File: src/rtl/sp_node_pkg.sv
package sp_node_pkg;
  typedef enum logic [0:0] {
    SEQ_IDLE = 1'b0,
    SEQ_SEND = 1'b1
  } seq_state_e;
endpackage

File: src/rtl/sp_sat_add.sv
module sp_sat_add #(
  parameter int unsigned A_W = 16,
  parameter int unsigned B_W = 8
) (
  input  logic [A_W-1:0] a_i,
  input  logic [B_W-1:0] b_i,
  output logic [A_W-1:0] sum_o
);
  logic [A_W:0] wide;

  always_comb begin
    wide  = {1'b0, a_i} + {{(A_W + 1 - B_W){1'b0}}, b_i};
    sum_o = wide[A_W] ? {A_W{1'b1}} : wide[A_W-1:0];
  end
endmodule

File: src/rtl/sp_succ_table.sv
module sp_succ_table #(
  parameter int unsigned ENTRIES = 8,
  parameter int unsigned NODE_W  = 8,
  parameter int unsigned DELAY_W = 8,
  localparam int unsigned IDX_W  = $clog2(ENTRIES)
) (
  input  logic               clk_i,
  input  logic               rst_ni,
  input  logic               we_i,
  input  logic [IDX_W-1:0]   wr_idx_i,
  input  logic               wr_en_i,
  input  logic [NODE_W-1:0]  wr_node_i,
  input  logic [DELAY_W-1:0] wr_delay_i,
  input  logic [IDX_W-1:0]   rd_idx_i,
  output logic               rd_en_o,
  output logic [NODE_W-1:0]  rd_node_o,
  output logic [DELAY_W-1:0] rd_delay_o
);
  logic [ENTRIES-1:0]              en_q;
  logic [ENTRIES-1:0][NODE_W-1:0]  node_q;
  logic [ENTRIES-1:0][DELAY_W-1:0] delay_q;

  for (genvar g = 0; g < ENTRIES; g++) begin : g_entry
    logic sel;
    assign sel = we_i && (wr_idx_i == IDX_W'(g));
    always_ff @(posedge clk_i or negedge rst_ni) begin
      if (!rst_ni) begin
        en_q[g]    <= 1'b0;
        node_q[g]  <= '0;
        delay_q[g] <= '0;
      end else if (sel) begin
        en_q[g]    <= wr_en_i;
        node_q[g]  <= wr_node_i;
        delay_q[g] <= wr_delay_i;
      end
    end
  end

  assign rd_en_o    = en_q[rd_idx_i];
  assign rd_node_o  = node_q[rd_idx_i];
  assign rd_delay_o = delay_q[rd_idx_i];
endmodule

File: src/rtl/sp_send_seq.sv
module sp_send_seq #(
  parameter int unsigned ENTRIES = 8,
  localparam int unsigned IDX_W  = $clog2(ENTRIES)
) (
  input  logic             clk_i,
  input  logic             rst_ni,
  input  logic             start_i,
  input  logic             ent_en_i,
  input  logic             out_ready_i,
  output logic [IDX_W-1:0] ptr_o,
  output logic             out_valid_o,
  output logic             busy_o
);
  import sp_node_pkg::*;

  seq_state_e       state_q;
  logic [IDX_W-1:0] ptr_q;
  logic             step;
  logic             last;

  // an entry is passed when disabled or when its message is taken
  assign step = (state_q == SEQ_SEND) && (!ent_en_i || out_ready_i);
  assign last = (ptr_q == IDX_W'(ENTRIES - 1));

  always_ff @(posedge clk_i or negedge rst_ni) begin
    if (!rst_ni) begin
      state_q <= SEQ_IDLE;
      ptr_q   <= '0;
    end else if (state_q == SEQ_IDLE) begin
      if (start_i) begin
        state_q <= SEQ_SEND;
        ptr_q   <= '0;
      end
    end else if (step) begin
      if (last) state_q <= SEQ_IDLE;
      ptr_q <= last ? '0 : ptr_q + 1'b1;
    end
  end

  assign ptr_o       = ptr_q;
  assign busy_o      = (state_q == SEQ_SEND);
  assign out_valid_o = busy_o && ent_en_i;
endmodule

File: src/rtl/sp_node.sv
module sp_node #(
  parameter int unsigned DIST_W   = 16,
  parameter int unsigned DELAY_W  = 8,
  parameter int unsigned NODE_W   = 8,
  parameter int unsigned MAX_SUCC = 8,
  localparam int unsigned IDX_W   = $clog2(MAX_SUCC)
) (
  input  logic               clk_i,
  input  logic               rst_ni,
  input  logic               cfg_we_i,
  input  logic [IDX_W-1:0]   cfg_idx_i,
  input  logic               cfg_en_i,
  input  logic [NODE_W-1:0]  cfg_node_i,
  input  logic [DELAY_W-1:0] cfg_delay_i,
  input  logic               in_valid_i,
  output logic               in_ready_o,
  input  logic [DIST_W-1:0]  in_dist_i,
  output logic               out_valid_o,
  input  logic               out_ready_i,
  output logic [NODE_W-1:0]  out_node_o,
  output logic [DIST_W-1:0]  out_dist_o,
  output logic [DIST_W-1:0]  dist_o,
  output logic               idle_o
);
  localparam logic [DIST_W-1:0] DistInf = {DIST_W{1'b1}};

  logic [DIST_W-1:0]  dist_q;
  logic               busy;
  logic               improve;
  logic [IDX_W-1:0]   ptr;
  logic               ent_en;
  logic [DELAY_W-1:0] ent_delay;

  assign in_ready_o = !busy;
  assign improve    = in_valid_i && in_ready_o && (in_dist_i < dist_q);

  always_ff @(posedge clk_i or negedge rst_ni) begin
    if (!rst_ni)      dist_q <= DistInf;
    else if (improve) dist_q <= in_dist_i;
  end

  sp_succ_table #(
    .ENTRIES (MAX_SUCC),
    .NODE_W  (NODE_W),
    .DELAY_W (DELAY_W)
  ) u_table (
    .clk_i      (clk_i),
    .rst_ni     (rst_ni),
    .we_i       (cfg_we_i),
    .wr_idx_i   (cfg_idx_i),
    .wr_en_i    (cfg_en_i),
    .wr_node_i  (cfg_node_i),
    .wr_delay_i (cfg_delay_i),
    .rd_idx_i   (ptr),
    .rd_en_o    (ent_en),
    .rd_node_o  (out_node_o),
    .rd_delay_o (ent_delay)
  );

  sp_send_seq #(
    .ENTRIES (MAX_SUCC)
  ) u_seq (
    .clk_i       (clk_i),
    .rst_ni      (rst_ni),
    .start_i     (improve),
    .ent_en_i    (ent_en),
    .out_ready_i (out_ready_i),
    .ptr_o       (ptr),
    .out_valid_o (out_valid_o),
    .busy_o      (busy)
  );

  sp_sat_add #(
    .A_W (DIST_W),
    .B_W (DELAY_W)
  ) u_add (
    .a_i   (dist_q),
    .b_i   (ent_delay),
    .sum_o (out_dist_o)
  );

  assign dist_o = dist_q;
  assign idle_o = !busy;
endmodule

File: config.mk
export PLATFORM = sky130hd
export DESIGN_NAME = sp_node
export DESIGN_NICKNAME = d
export VERILOG_FILES = /design/src/rtl/sp_node_pkg.sv /design/src/rtl/sp_sat_add.sv /design/src/rtl/sp_succ_table.sv /design/src/rtl/sp_send_seq.sv /design/src/rtl/sp_node.sv
export SDC_FILE = /design/constraint.sdc
export NUM_CORES = 1
export LEC_CHECK = 0
export ABC_AREA = 1
export ABC_CLOCK_PERIOD_IN_PS = 2970
export BUFFER_PORTS_ARGS = -buffer_cell sky130_fd_sc_hd__buf_2
export CORE_MARGIN = 2
export CORE_UTILIZATION = 40
export DETAILED_ROUTE_END_ITERATION = 7
export PLACE_DENSITY = 0.58
export SYNTH_ARGS = -nofsm -noshare
export SYNTH_HDL_FRONTEND = slang
export SYNTH_SLANG_ARGS = --single-unit
File: constraint.sdc
create_clock -name clk_i -period 2.97 [get_ports clk_i]
set_clock_uncertainty 0.15 [all_clocks]
set_input_delay 0.594 -clock clk_i [delete_from_list [all_inputs] [get_ports clk_i]]
set_output_delay 0.594 -clock clk_i [all_outputs]
set_load 0.01 [all_outputs]
# == Word level (Yosys, flattened, before mapping) ==
# Index checks and enable logic that the tools add are counted.
# word_totals
ff_bits,156
in_bits,41
wordCells,73
output_inout_bits,43
# op_classes
n_addsub,2
mux,15
eq_ne,9
magnitude_cmp,2
reduce_logical,18
# op_table
op,count
binary-select mux 8 bit (select 3 bit),2
adder 16 x 8 -> 17 bit,1
less-than comparator 16 bit,1
2-to-1 mux 16 bit,1
2-to-1 mux 8 bit,2
== test 3 bit (second input constant),5
logical AND 1 bit,12
2-to-1 mux 3 bit,4
== test 3 x 2 -> 1 bit (second input constant),2
2-to-1 mux 1 bit,5
less-than comparator 3 x 4 -> 1 bit (second input constant),1
adder 3 x 1 -> 3 bit (second input constant),1
binary-select mux 1 bit (select 3 bit),1
== test 3 x 1 -> 1 bit (second input constant),1
logical NOT 3 bit,1
logical NOT 1 bit,2
!= test 2 bit (second input constant),1
AND reduction 2 bit,1
nonzero test 2 bit,1
logical OR 1 bit,1

# == Logic depth before layout (Yosys ltp) ==
# Gate-level depths: netlist of the first run.
# depth
word_depth,7
depth_mapped,20
ltp_nobuf,17

# == Modules after synthesis ==
# A second synthesis of the first run with hierarchy kept.
# hier_totals
cells_unflattened,1240
area_unflattened_um2,8734.6
# modules_own_cells
module,cells_per_inst,instances,seq_area_each_um2,area_per_inst_um2
sp_succ_table,919,1,3403.3,6633.9
sp_node,140,1,420.4,1124.8
sp_sat_add,152,1,0.0,755.7
sp_send_seq,29,1,100.1,220.2

# == Worst setup path before layout of the first run ==
# OpenSTA, ideal clock, no wires.
# synth_timing
path_type,register to output
from,"reg u_seq.ptr_q[0], in the netlist u_seq.ptr_o[0]"
to,out out_dist_o[10]
stages_incl_launch_ff,18
t_arrival_ps,2519
path_buffers,4
t_required_ps,2226
setup_slack_ps,-293
cell_sequence,dfrtp_1 > buf_2 > buf_6 > clkbuf_1 > nand2_1 > o211ai_1 > a31oi_1 > ha_1 > fa_1 > nand3_1 > nand2_2 > nand3_2 > nand2_2 > nand2_4 > nor2_4 > nand2_2 > buf_6 > nand3_2
# synth_via
elab_chain_len,4
# synth_rtl
item,line_no,text
start: declaration,sp_send_seq.sv:17,logic [IDX_W-1:0] ptr_q;
start signal: assignment,sp_send_seq.sv:36,ptr_q <= last ? '0 : ptr_q + 1'b1;
binary-select mux 8 bit (select 3 bit),sp_succ_table.sv:41,assign rd_delay_o = delay_q[rd_idx_i];
2-to-1 mux 8 bit (implied by the code),sp_succ_table.sv:41,
adder 16 x 8 -> 17 bit,sp_sat_add.sv:12,"wide = {1'b0, a_i} + {{(A_W + 1 - B_W){1'b0}}, b_i};"
2-to-1 mux 16 bit,sp_sat_add.sv:13,sum_o = wide[A_W] ? {A_W{1'b1}} : wide[A_W-1:0];
end: declaration,sp_node.sv:21,"output logic [DIST_W-1:0] out_dist_o,"
# Every way passes these cells. The select of a mux whose other input is x is not followed.

# == Final worst setup path of the first run ==
# layout_timing
from,"reg u_seq.ptr_q[0], in the netlist u_seq.ptr_o[0]"
to,out out_dist_o[15]
# The elaborated chain is that of the path after synthesis.

==> flow_metrics.tcl, run 1 <==
set metrics [dict create \
    drt_iter0_drc 365 \
    diodes 0 \
    cts_tree "done" \
    yosysTopAreaCell "dfrtp_1" \
    yosysMostFrequentCell "nand2_1" \
    worstPathMaxFanout 7 \
    wire_per_inst_um 15.5 \
    grt_usage 0.205 \
    synth_area_leaders "dfrtp_1, nand2_1, o21ai_0" \
    core_sq_um 19500 \
    cts-root-buf "clkbuf_16" \
    yosysSeqAreaShare 0.492 \
    synth_warnings 0 \
    fin_crit_ps 3800 \
    ir_worst_vdd_mv 0.402 \
    grt_pass1_vias 6644 \
    finalInstanceArea_sq_um 9890 \
    numCtsBuffers 17 \
    slew_headroom 0.121 \
    cap_violations 0 \
    setup_viol 16 \
    critical_path_buf_inv_count 5 \
    synth_top_family_by_area "simple AND/OR/NAND/NOR gates" \
    reg2reg_slack_ps 420 \
    dieArea_sq_um 21100 \
    ant_nets 0 \
    yosys.area_share.simple 0.222 \
    seqPwrFrac 0.289 \
    cts.path.max_buffers 2 \
    via_count 7019 \
    synth-edff-count 0 \
    rsz0062_at_grt "yes" \
    areaGrowthSynthToFinish_pct 23.9 \
    leakage_nw 4.86 \
    fin_crit_sh 1.28 \
    holdCritPathClass "in -> async" \
    synth_area_sq_um 7980 \
    synth_adder_area_share 0.0417 \
    ys.flop_type "dfrtp_1" \
    synth_xor_area_frac 0.00220 \
    startpoint_type "flop" \
    ys_ff_latch 156 \
    worst_path_dominant_cell_family "simple AND/OR/NAND/NOR gates" \
    start_util 0.409 \
    slew_viol_final 0 \
    critPathSlowestCell "dfrtp_2" \
    cp.arrival_ps 3050 \
    crit_type "reg -> out" \
    die_w_um 145 \
    antenna_found_initial 0 \
    cts_sinks 156 \
    synth_compound_area_frac 0.171 \
    tightest_slew_ps 1310 \
    pin_count 84 \
    finalWeightedCongestion 0.827 \
    grt-ovfl-total 0 \
    layout_setup_ws_ps -828 \
    max_freq_mhz 263 \
    clk_pin_slew_worst_paths_ps 60 \
    p_sw_w 0.00419 \
    violations "setup timing" \
    worstPathCellList "clkbuf_16, o21ai_0, o22ai_2, nor2_1, a31oi_1, ha_1, buf_4, nand2_1, inv_2, nand3_4, nand2_4, nand2_4, nor2_4, buf_6, nand2_8, nand3_2, buf_2" \
    cp_slowest_stage_delay_ps 490 \
    die_height_um 145 \
    muxShareOfSynthArea 0 \
    synth.distinct_cells 36 \
    hold_viol 0 \
    netlist_instances 998 \
    grt_first_pass_wirelength_mm 34.7 \
    synth_common_cells "nand2_1, o21ai_0, dfrtp_1" \
    p_sw_frac 0.394 \
    p_total_w 0.0106 \
    cpMostUsedCell "nand2_4" \
    syn_nets 1065 \
    status "complete, but fails checks" \
    clk_latency_ps 420 \
    synth_top_area_frac 0.439 \
    finalWirelength_mm 21.4 \
    clockPowerShare 0.215 \
    htreeDepth 4 \
    avgViaCountPerCell 5.09 \
    intPower_w 0.00644 \
    drc 0 \
    synthArstFlopShare 1.00 \
    crit_path_end_kind "primary output" \
    port_buffers 83 \
    syn_avg_cell_area_sq_um 7.99 \
    ctsHoldBuffers 0 \
    grt_max_degree 70 \
    p_per_area_nw_per_um2 1070 \
    post_dp_cell_area_sq_um 8950 \
    drive_above_1_share 0.221 \
    combinationalPowerShare 0.496 \
    core.rowCount 51 \
    layout.nets 1169 \
    dp_hpwl_mm 14.4 \
    dr.pass1.iters 5 \
    required_ps 2230 \
]
-- cell usage in the layout (no fill, tap or decap), types with 3 or more instances in the layout --
cell type and n:
bufinv_16 3, buf_4 44, ha_1 24, o21ai_2 5
inv_1 71, nand3_2 9, a31oi_2 4, buf_2 70
o22ai_1 13, dfrtp_1 138, buf_6 17, o21ai_1 11
nor2_1 99, a31oi_1 13, o21ai_0 178, o211ai_1 16
nor3_1 5, inv_2 6, a21oi_1 7, buf_12 7
nand2_2 8, nor2_4 3, nand2_1 252, clkbuf_16 18
nand3_1 34, nand2_4 4, inv_6 3, dfstp_2 16
o22ai_2 3, clkinv_4 3
-- cell type report --
class | count | area, sq um
Timing Repair inverter | 1 | 6.26
Inverter | 79 | 307
Clock buffer | 20 | 457
Fill cell | 1923 | 9640
Multi-Input combinational cell | 708 | 3660
Sequential cell | 156 | 3930
Clock inverter | 12 | 160
Timing Repair Buffer | 139 | 1040
Tap cell | 265 | 332
-- logic make-up after synthesis --
logic type,after synthesis
fa+ha+maj,26
flops,156
buf+inv,135
compound gates,253
xor+xnor,2
simple gates,426
-- flip-flops by register name (all words and copies together), names as in the netlist --
register and flops:
u_table.en_q 8, dist_o 16, u_seq.ptr_o 3, u_table.delay_q 64
u_seq.busy_o 1, u_table.node_q 64
-- per-layer routing --
layer | vias up | share of wire | GRT usage
met5 | - | 0 | 0
met4 | 0 | 0.011 | 0.0515
met3 | 19 | 0.041 | 0.0399
met2 | 132 | 0.44 | 0.319
met1 | 3369 | 0.51 | 0.293
li1 | 3499 | - | -
-- path summary, 6_finish.rpt --
path                           startpoint            endpoint  depth (start not counted)
min reg2reg                    dist_o[14]          dist_o[14]                          2
min                                rst_ni  u_table.node_q[57]                          1
min in group clk_i           in_dist_i[0]           dist_o[0]                          3
max in group asynchronous          rst_ni           dist_o[6]                          2
max reg2reg                    dist_o[15]           dist_o[0]                         11
max                        u_seq.ptr_o[0]      out_dist_o[15]                         17
-- what timing repair did --
action / in CTS / in global routing
gates resized for setup: 8 / 48
pin swaps: 0 / 17
cloned: 0 / 3
setup buffers: 0 / 4
setup endpoints to repair: 19 / 20
-- per-stage QoR --
| step | hold slack [ps] | instances | worst slack, ps | utilization | TNS [ps] |
|---|---|---|---|---|---|
| after floorplan | 148 | 998 | -158 | - | -1950 |
| after global placement | 307 | 1341 | -434 | 0.458 | -5720 |
| after detailed placement | 310 | 1341 | -485 | 0.458 | -6520 |
| after CTS | 41.3 | 1373 | -785 | 0.491 | -11750 |
| after global routing | 61.7 | 1380 | -1020 | 0.506 | -16050 |
| final | 8.80 | 1380 | -828 | 0.506 | -12730 |
-- power groups by stage --
stage                     clock network [W]  registers, W  logic (W)
after floorplan                           0       0.00300    0.00300
after global placement                    0       0.00308    0.00463
after CTS                           0.00231       0.00306    0.00472
final                               0.00229       0.00307    0.00527
after global routing                0.00241       0.00313    0.00587
after detailed placement                  0       0.00308    0.00467
Power figures use the tool's default switching activity.
==> inputs of run 2 (changes only) <==
Settings changed: CORE_MARGIN 2 to 3, CTS_BUF_LIST set to sky130_fd_sc_hd__clkbuf_4 sky130_fd_sc_hd__clkbuf_8 sky130_fd_sc_hd__clkbuf_16, GPL_TIMING_DRIVEN set to 0.
==> flow_metrics.tcl, run 2 (synthesis gave the netlist of run 1 again) <==
set metrics [dict create \
    status "complete, but fails checks" \
    violations "setup timing" \
    cts-root-buf "clkbuf_16" \
    ir_worst_vdd_mv 0.417 \
    p_sw_frac 0.400 \
    critPathCapture "out_dist_o[8]" \
    utilization 0.523 \
    cp.arrival_ps 3240 \
    final_common_cell "nand2_1" \
    critPathLaunch "u_seq.ptr_o[0]" \
    cap_violations 0 \
    drive_above_1_share 0.240 \
    cts_tree "done" \
    max_freq_mhz 251 \
    r2r-start "dist_o[5]" \
    crit_type "reg -> out" \
    setup_viol 16 \
    pin_count 84 \
    htreeDepth 4 \
    place_ws_ps -1100 \
    hold_viol 0 \
    clk_latency_ps 430 \
    die_height_um 147 \
    reg2reg_slack_ps 590 \
    final_cell_mix "nand2_1, o21ai_0, dfrtp_1" \
    grt_usage 0.227 \
    final_cell_count_no_fill 1407 \
    required_ps 2230 \
    worstPathMaxFanout 7 \
    ant_nets 0 \
    critPathSlowestCell "dfrtp_1" \
    fin_crit_ps 3980 \
    cts.path.max_buffers 2 \
    via_count 7255 \
    cp_slowest_stage_delay_ps 400 \
    p_per_area_nw_per_um2 1100 \
    layout_setup_ws_ps -1010 \
    grt_max_degree 112 \
    grt-ovfl-total 0 \
    cpMostUsedCell "nand3_2" \
    hold_slack_ps 234 \
    start_util 0.409 \
    dieArea_sq_um 21700 \
    crit_path_end_kind "primary output" \
    wire_per_inst_um 17.1 \
    antenna_found_initial 0 \
    leakage_nw 4.98 \
    avgViaCountPerCell 5.16 \
    holdCritPathClass "in -> reg" \
    reg2reg_to "u_seq.ptr_o[0]" \
    fin_tns_setup_ps -15820 \
    dr.pass1.iters 5 \
    rsz0062_at_grt "yes" \
    layout.nets 1196 \
    fin_crit_sh 1.34 \
    core_sq_um 19500 \
    clk_pin_slew_worst_paths_ps 60 \
    dp_hpwl_mm 16.9 \
    clockPowerShare 0.196 \
    drt_iter0_drc 518 \
    port_buffers 83 \
    combinationalPowerShare 0.532 \
    areaGrowthSynthToFinish_pct 28.0 \
    slew_viol_final 0 \
    worstPathCellList "buf_6, buf_12, clkbuf_16, o211ai_1, a31oi_2, ha_2, fa_2, nand3_2, nand2_2, nand3_2, nand2_2, nand2_4, nor2_4, nand2_4, buf_8, nand3_2, buf_6" \
    place_inst 1347 \
    startpoint_type "flop" \
    finalWirelength_mm 24.0 \
    cts_sinks 156 \
    seqPwrFrac 0.272 \
    intPower_w 0.00672 \
    p_sw_w 0.00449 \
    numCtsBuffers 17 \
    die_w_um 147 \
    finalWeightedCongestion 0.832 \
    slew_headroom 0.577 \
    nFillCells 1903 \
    diodes 0 \
    grt_first_pass_wirelength_mm 38.7 \
    drc 0 \
    rr_worst_depth 11 \
    core.rowCount 51 \
    tightest_slew_ps 635 \
    grt_pass1_vias 7197 \
]
-- run 2: cell count changes in the layout (fill, tap and decap cells not counted), moves of 7 or more --
cell	before	now
buf_4	44	28
buf_6	17	24
buf_8	0	7
clkbuf_1	1	23
nor2_1	99	91
o22ai_1	13	6
-- run 2: cell type report --
| cell class | count | area (sq um) | share of cell area |
|---|---|---|---|
| Inverter | 79 | 307 | 0.0300 |
| Timing Repair Buffer | 114 | 815 | 0.0798 |
| Tap cell | 265 | 332 | 0.0325 |
| Buffer | 54 | 432 | 0.0423 |
| Clock buffer | 21 | 480 | 0.0470 |
| Clock inverter | 11 | 116 | 0.0114 |
| Multi-Input combinational cell | 707 | 3810 | 0.373 |
| Sequential cell | 156 | 3920 | 0.384 |
-- run 2: worst min-delay path by stage --
stage | from | end | slack [ps] | cells past startpoint
finish | cfg_node_i[1] | u_table.node_q[57] | 230 | 3
global route | in_dist_i[0] | dist_o[0] | 230 | 3
CTS | cfg_node_i[1] | u_table.node_q[57] | 220 | 3
floorplan | rst_ni | u_seq.busy_o | 150 | 0
global placement | dist_o[14] | dist_o[14] | 310 | 2
detailed placement | dist_o[14] | dist_o[14] | 310 | 2
-- run 2: stage by stage --
step / total power, W / instance area, sq um
2_1_floorplan: 0.00600 / 8030
3_3_place_gp: 0.00744 / 8780
3_5_place_dp: 0.00749 / 8810
4_1_cts: 0.0107 / 9950
5_1_grt: 0.0120 / 10200
6_report: 0.0112 / 10200
-- run 2: power groups by stage --
stage / Combinational (W) / Sequential, W / Clock, W
2_1_floorplan: 0.00300 / 0.00300 / 0
3_3_place_gp: 0.00439 / 0.00304 / 0
3_5_place_dp: 0.00444 / 0.00305 / 0
4_1_cts: 0.00543 / 0.00303 / 0.00222
5_1_grt: 0.00661 / 0.00311 / 0.00230
6_report: 0.00596 / 0.00305 / 0.00219
-- run 2: what timing repair did --
item                                   4_1_cts  5_1_grt
cloned                                       2        0
hold buffers                                 1        0
setup endpoints to repair                   22       21
endpoints found under the hold margin       34        0
buffers inserted                            19        8
resized for setup                           82       44
pin swaps                                   17       24
-- run 2: critical path: cells and delay by family (launching register included) --
kind            cells  cell delay, ps
buf+inv             5             720
fa+ha+maj           2             580
compound gates      2             470
flops               1             400
simple gates        8             620
-- run 2: metal layers --
metal  track usage  part of all wire  routed length, um
met2         0.357              0.46              11100
met5             0                 0                  0
met4        0.0494             0.012                283
met3        0.0441             0.051               1220
met1         0.328              0.48              11500
